$ cat src/rtl/dtg_pkg.sv
package dtg_pkg;

  typedef enum logic [2:0] {
    ST_OFF   = 3'd0,
    ST_HS    = 3'd1,
    ST_LS    = 3'd2,
    ST_TO_HS = 3'd3,
    ST_TO_LS = 3'd4
  } dtg_state_e;

  localparam int DIR_TO_LS = 0;
  localparam int DIR_TO_HS = 1;
  localparam int N_DIR     = 2;

  function automatic int ps_to_cycles(input int ps, input int period_ps);
    int c;
    c = (ps + period_ps - 1) / period_ps;
    return (c < 1) ? 1 : c;
  endfunction

  function automatic int imax(input int a, input int b);
    return (a > b) ? a : b;
  endfunction

endpackage

$ cat src/rtl/dtg_delay_sel.sv
module dtg_delay_sel #(
  parameter int CNT_W  = 5,
  parameter int H2L_C0 = 3,
  parameter int H2L_C1 = 8,
  parameter int H2L_C2 = 13,
  parameter int H2L_C3 = 18,
  parameter int L2H_C0 = 2,
  parameter int L2H_C1 = 8,
  parameter int L2H_C2 = 13,
  parameter int L2H_C3 = 18
) (
  input  logic [2:0]       code,
  output logic [CNT_W-1:0] h2l_cyc,
  output logic [CNT_W-1:0] l2h_cyc
);

  localparam logic [CNT_W-1:0] H2L_MIN = CNT_W'(H2L_C0);
  localparam logic [CNT_W-1:0] L2H_MIN = CNT_W'(L2H_C0);

  logic [1:0]       idx;
  logic [CNT_W-1:0] h2l_raw;
  logic [CNT_W-1:0] l2h_raw;

  assign idx = code[2:1];

  always_comb begin
    case (idx)
      2'd0:    begin h2l_raw = CNT_W'(H2L_C0); l2h_raw = CNT_W'(L2H_C0); end
      2'd1:    begin h2l_raw = CNT_W'(H2L_C1); l2h_raw = CNT_W'(L2H_C1); end
      2'd2:    begin h2l_raw = CNT_W'(H2L_C2); l2h_raw = CNT_W'(L2H_C2); end
      default: begin h2l_raw = CNT_W'(H2L_C3); l2h_raw = CNT_W'(L2H_C3); end
    endcase
  end

  // Strapped value only counts when bit0 marks a supported code; never below the built-in floor.
  always_comb begin
    if (!code[0]) begin
      h2l_cyc = H2L_MIN;
      l2h_cyc = L2H_MIN;
    end else begin
      h2l_cyc = (h2l_raw > H2L_MIN) ? h2l_raw : H2L_MIN;
      l2h_cyc = (l2h_raw > L2H_MIN) ? l2h_raw : L2H_MIN;
    end
  end

endmodule

$ cat src/rtl/dtg_edge_timer.sv
module dtg_edge_timer #(
  parameter int CNT_W = 5
) (
  input  logic             clk,
  input  logic             rst_n,
  input  logic             load,
  input  logic             clr,
  input  logic [CNT_W-1:0] load_val,
  output logic             last
);

  logic [CNT_W-1:0] cnt_q;
  logic [CNT_W-1:0] cnt_d;
  logic             cnt_en;

  assign cnt_en = load | clr | (cnt_q != '0);

  always_comb begin
    cnt_d = cnt_q;
    if (clr)
      cnt_d = '0;
    else if (load)
      cnt_d = load_val;
    else if (cnt_q != '0)
      cnt_d = cnt_q - 1'b1;
  end

  always_ff @(posedge clk or negedge rst_n) begin
    if (!rst_n)
      cnt_q <= '0;
    else if (cnt_en)
      cnt_q <= cnt_d;
  end

  assign last = (cnt_q == CNT_W'(1));

endmodule

$ cat src/rtl/dtg_seq.sv
module dtg_seq
  import dtg_pkg::*;
(
  input  logic                 clk,
  input  logic                 rst_n,
  input  logic                 pwm_cmd,
  input  logic                 drv_en,
  input  logic [N_DIR-1:0]     tmr_last,
  output logic [N_DIR-1:0]     tmr_load,
  output logic [N_DIR-1:0]     tmr_clr,
  output logic                 hs_state,
  output logic                 ls_state
);

  dtg_state_e st_q;
  dtg_state_e st_d;

  always_comb begin
    st_d     = st_q;
    tmr_load = '0;
    tmr_clr  = '0;
    if (!drv_en) begin
      st_d    = ST_OFF;
      tmr_clr = '1;
    end else begin
      case (st_q)
        ST_OFF: begin
          if (pwm_cmd) begin
            tmr_load[DIR_TO_HS] = 1'b1;
            st_d = ST_TO_HS;
          end else begin
            tmr_load[DIR_TO_LS] = 1'b1;
            st_d = ST_TO_LS;
          end
        end
        ST_HS: begin
          if (!pwm_cmd) begin
            tmr_load[DIR_TO_LS] = 1'b1;
            st_d = ST_TO_LS;
          end
        end
        ST_LS: begin
          if (pwm_cmd) begin
            tmr_load[DIR_TO_HS] = 1'b1;
            st_d = ST_TO_HS;
          end
        end
        ST_TO_LS: begin
          if (pwm_cmd) begin
            tmr_clr[DIR_TO_LS]  = 1'b1;
            tmr_load[DIR_TO_HS] = 1'b1;
            st_d = ST_TO_HS;
          end else if (tmr_last[DIR_TO_LS]) begin
            st_d = ST_LS;
          end
        end
        ST_TO_HS: begin
          if (!pwm_cmd) begin
            tmr_clr[DIR_TO_HS]  = 1'b1;
            tmr_load[DIR_TO_LS] = 1'b1;
            st_d = ST_TO_LS;
          end else if (tmr_last[DIR_TO_HS]) begin
            st_d = ST_HS;
          end
        end
        default: st_d = ST_OFF;
      endcase
    end
  end

  always_ff @(posedge clk or negedge rst_n) begin
    if (!rst_n)
      st_q <= ST_OFF;
    else
      st_q <= st_d;
  end

  assign hs_state = (st_q == ST_HS);
  assign ls_state = (st_q == ST_LS);

endmodule

$ cat src/rtl/dead_time_gen.sv
module dead_time_gen
  import dtg_pkg::*;
#(
  parameter int CLK_PERIOD_PS = 2500,
  parameter int H2L_T0_PS     = 7500,
  parameter int H2L_T1_PS     = 18000,
  parameter int H2L_T2_PS     = 32000,
  parameter int H2L_T3_PS     = 45000,
  parameter int L2H_T0_PS     = 5000,
  parameter int L2H_T1_PS     = 18000,
  parameter int L2H_T2_PS     = 32000,
  parameter int L2H_T3_PS     = 44000
) (
  input  logic       clk,
  input  logic       rst_n,
  input  logic       pwm_cmd,
  input  logic       drv_en,
  input  logic [2:0] dt_code,
  output logic       hs_on,
  output logic       ls_on
);

  localparam int H2L_C0 = ps_to_cycles(H2L_T0_PS, CLK_PERIOD_PS);
  localparam int H2L_C1 = ps_to_cycles(H2L_T1_PS, CLK_PERIOD_PS);
  localparam int H2L_C2 = ps_to_cycles(H2L_T2_PS, CLK_PERIOD_PS);
  localparam int H2L_C3 = ps_to_cycles(H2L_T3_PS, CLK_PERIOD_PS);
  localparam int L2H_C0 = ps_to_cycles(L2H_T0_PS, CLK_PERIOD_PS);
  localparam int L2H_C1 = ps_to_cycles(L2H_T1_PS, CLK_PERIOD_PS);
  localparam int L2H_C2 = ps_to_cycles(L2H_T2_PS, CLK_PERIOD_PS);
  localparam int L2H_C3 = ps_to_cycles(L2H_T3_PS, CLK_PERIOD_PS);
  localparam int MAX_C  = imax(imax(imax(H2L_C0, H2L_C1), imax(H2L_C2, H2L_C3)),
                               imax(imax(L2H_C0, L2H_C1), imax(L2H_C2, L2H_C3)));
  localparam int CNT_W  = $clog2(MAX_C + 1);

  logic [CNT_W-1:0] h2l_cyc;
  logic [CNT_W-1:0] l2h_cyc;
  logic [CNT_W-1:0] tmr_val [N_DIR];
  logic [N_DIR-1:0] tmr_load;
  logic [N_DIR-1:0] tmr_clr;
  logic [N_DIR-1:0] tmr_last;
  logic             hs_state;
  logic             ls_state;

  dtg_delay_sel #(
    .CNT_W (CNT_W),
    .H2L_C0(H2L_C0), .H2L_C1(H2L_C1), .H2L_C2(H2L_C2), .H2L_C3(H2L_C3),
    .L2H_C0(L2H_C0), .L2H_C1(L2H_C1), .L2H_C2(L2H_C2), .L2H_C3(L2H_C3)
  ) sel_i (
    .code   (dt_code),
    .h2l_cyc(h2l_cyc),
    .l2h_cyc(l2h_cyc)
  );

  assign tmr_val[DIR_TO_LS] = h2l_cyc;
  assign tmr_val[DIR_TO_HS] = l2h_cyc;

  for (genvar g = 0; g < N_DIR; g++) begin : g_dir
    dtg_edge_timer #(.CNT_W(CNT_W)) tmr_i (
      .clk     (clk),
      .rst_n   (rst_n),
      .load    (tmr_load[g]),
      .clr     (tmr_clr[g]),
      .load_val(tmr_val[g]),
      .last    (tmr_last[g])
    );
  end

  dtg_seq seq_i (
    .clk     (clk),
    .rst_n   (rst_n),
    .pwm_cmd (pwm_cmd),
    .drv_en  (drv_en),
    .tmr_last(tmr_last),
    .tmr_load(tmr_load),
    .tmr_clr (tmr_clr),
    .hs_state(hs_state),
    .ls_state(ls_state)
  );

  // Enable gating is combinational so a disable takes effect in the same cycle.
  assign hs_on = hs_state & drv_en;
  assign ls_on = ls_state & drv_en;

endmodule

$ cat config.mk
export PLATFORM = sky130hd
export DESIGN_NAME = dead_time_gen
export DESIGN_NICKNAME = d
export VERILOG_FILES = /design/src/rtl/dtg_pkg.sv /design/src/rtl/dtg_delay_sel.sv /design/src/rtl/dtg_edge_timer.sv /design/src/rtl/dtg_seq.sv /design/src/rtl/dead_time_gen.sv
export SDC_FILE = /design/constraint.sdc
export NUM_CORES = 1
export LEC_CHECK = 0
export BUFFER_PORTS_ARGS = -buffer_cell sky130_fd_sc_hd__buf_2
export CAP_MARGIN = 25
export CORE_MARGIN = 2
export CORE_UTILIZATION = 42
export CTS_BUF_LIST = sky130_fd_sc_hd__clkbuf_8
export DETAILED_ROUTE_END_ITERATION = 10
export GPL_ROUTABILITY_DRIVEN = 0
export GPL_TIMING_DRIVEN = 1
export PLACE_DENSITY = 0.67
export SETUP_SLACK_MARGIN = 0.3
export SLEW_MARGIN = 10
export SYNTH_ARGS = -nofsm -noshare
export SYNTH_HDL_FRONTEND = slang
export SYNTH_SLANG_ARGS = --single-unit
$ cat constraint.sdc
create_clock -name clk -period 3.6 [get_ports clk]
set_input_delay 1.08 -clock clk [delete_from_list [all_inputs] [get_ports clk]]
set_output_delay 1.08 -clock clk [all_outputs]
set_load 0.02 [all_outputs]
==> results.cfg <==
[placement]
portBuffers = 8
place_ws_ps = 840
dp_hpwl_um = 1230
dpl_cell_area_um2 = 952

[setup_path]
crit_required_ps = 2520
end_kind = primary output
cp_slowest_cell = nor4bb_1
crit_chain = buf_2 > nor4bb_1 > buf_2
max_stage_delay_ps = 220
critical_path.top_delay_family = buffers and inverters
cp_common_cell = buf_2
cp_num_buf_inv = 2
critPathLaunchType = primary input
critical_path_class = in2out
crit_fanout = 10
arrival_ps = 1680

[global_routing]
antenna_found_initial = 0
grt_pass1_vias = 643
grt_pass1_wl_um = 2800
grt_max_degree = 14
gr-usage-all-layers_pct = 14.9
grt_overflow = 0

[cts]
cts.sinks = 13
cts-root-buf = clkbuf_8
postCtsSetupBuffers = 0
cts_tree = yes
clock_latency_ps = 240
hold_buffers = 0
cts-resized-gates = 0
cts_buffer_depth = 2
htree_levels = 1
clkSlewWorstSetupHoldPaths_ps = 60
cts_inserted_buffers = 3

[route]
drt_iter0_markers = 6
detail_route.wl_per_cell_um = 12.2
first_pass_iters = 4
viasPerCell = 5.23
dr_total_vias = 695
postRouteAntennaNets = 0
post-route-drc-count = 0
totalWireLength_um = 1620

[timing]
max_slew.worst_pin.slew_ps = 865
finalClockSkew_ps = 5.28
hold_viol_final = 0
grt_setup_unrepaired = false
finalSetupViolCount = 0
timing.final.ws_setup_ps = 837
drv_slew = 0
fin_crit_ps = 2760
clock.fmax_ghz = 0.362
max-slew-margin-rel_pct = 42.0
final.period_utilization_pct = 76.8
fin_setup_tns_ps = 0

[power_and_ir_drop]
power.density_mw_per_mm2 = 678
leakage_nw = 0.446
combPwrFrac_pct = 44.8
switchingPower_mw = 0.251
swShare_pct = 37.0
peakVddDrop_v = 0.000306
internal_power_mw = 0.427
pwr-share-clk_pct = 19.4
seqPwrFrac_pct = 35.8
finalPower_mw = 0.677

[final_layout]
fin_area_um2 = 998
num_antenna_cells = 0
final_cell_mix = 13 x dfrtp_1, 10 x nor2_1, 8 x inv_1, 8 x nand2_1, 8 x buf_2
drive_gt1_share_pct = 16.0
final_common_cell = dfrtp_1
area_growth_syn_to_layout_pct = 11.6
final_core_util_pct = 50.4
layout.nets = 121

[die]
die_area_mm2 = 0.00252
initial_core_util_pct = 45.1
die_x_um = 50.2
rows = 16
io_pins = 9
core_mm2 = 0.00198
fp.dieH_um = 50.2

[synthesis]
syn_nets = 112
avgSynthCellArea_um2 = 9.13
netlist_top_cells_area = dfrtp_1 36%, ha_1 9.8%, xnor2_1 4.9%
synth-seq-area-share_pct = 36.4
postSynthCellCount = 98
yosysTopAreaCell = dfrtp_1
synth_top_area_share_pct = 36.4
ys.warnings.count = 0
netlist_area_um2 = 895
async_reset_ff_share_pct = 100
synth_cell_type_count = 35
synth_edf_count = 0
ys.flop_type = dfrtp_1
ys_ff_latch = 13

[status]
status = complete, no violations

[hold_path]
hold_class = reg2reg

[run]
cap_violations = 0
[cells by family (layout without fill, tap and decap cells)]
logic type	Yosys count	count (layout)	synth area share (%)
flip-flops	13	13	36.4
multiplexers	3	3	3.50
AO/OA/AOI/OAI	20	20	16.6
buffers and inverters	12	20	5.17
AND/OR/NAND/NOR	38	38	23.6
adder cells (fa/ha/maj)	7	7	9.79
XOR/XNOR	5	5	4.89
[flip-flops by register name (all words and copies together), names as in the netlist]
name	flops
g_dir.tmr_i.cnt_q	10
seq_i.st_q	3
[stage by stage]
| stage | hold slack [ps] | std cells |
|---|---|---|
| CTS | 567 | 133 |
| global route | 623 | 133 |
| finish | 560 | 133 |
| floorplan | 519 | 98 |
| global placement | 544 | 129 |
| detailed placement | 557 | 129 |
[layout make-up]
| type | count | area (um^2) |
|---|---|---|
| Clock buffer | 3 | 41.3 |
| Fill cell | 183 | 983 |
| Inverter | 8 | 30.0 |
| Tap cell | 27 | 33.8 |
| Timing Repair Buffer | 8 | 40.0 |
| Clock inverter | 1 | 5.00 |
| Sequential cell | 13 | 325 |
| Multi-Input combinational cell | 73 | 523 |
[path summary, 6_finish.rpt]
path	start	endpoint	slack, ps	cells past startpoint
max	drv_en	ls_on	840	3
min reg2reg	g_dir[0].tmr_i.cnt_q[0]	g_dir[0].tmr_i.cnt_q[0]	560	1
max reg2reg	g_dir[0].tmr_i.cnt_q[0]	g_dir[0].tmr_i.cnt_q[0]	1610	6
min	g_dir[0].tmr_i.cnt_q[0]	g_dir[0].tmr_i.cnt_q[0]	560	1
max in group asynchronous	rst_n	g_dir[1].tmr_i.cnt_q[0]	2660	1
min in group asynchronous	rst_n	g_dir[0].tmr_i.cnt_q[1]	710	1
[power by group through the flow]
stage	registers [mW]	logic [mW]	clock network (mW)
floorplan	0.232	0.266	0
global placement	0.243	0.300	0
detailed placement	0.245	0.305	0
CTS	0.243	0.306	0.134
global route	0.251	0.348	0.144
finish	0.243	0.304	0.131
[Yosys cell counts, types with 2 or more instances]
library cell,n
a2111oi_2,2
a211oi_1,3
a21oi_1,7
clkbuf_1,3
dfrtp_1,13
ha_1,7
inv_1,8
mux2i_1,2
nand2_1,8
nand3_1,2
nor2_1,10
nor3_1,3
nor4b_1,2
o31ai_1,3
xnor2_1,5
[metal layers]
metal / wire (um) / track usage, % / vias up
met2: 733 / 23.0 / 12
met5: 0 / 0 / -
met4: 13 / 4.17 / 0
li1: - / - / 361
met1: 796 / 19.4 / 320
met3: 76 / 5.65 / 2
Note: power is estimated with default switching activity, not from simulation.
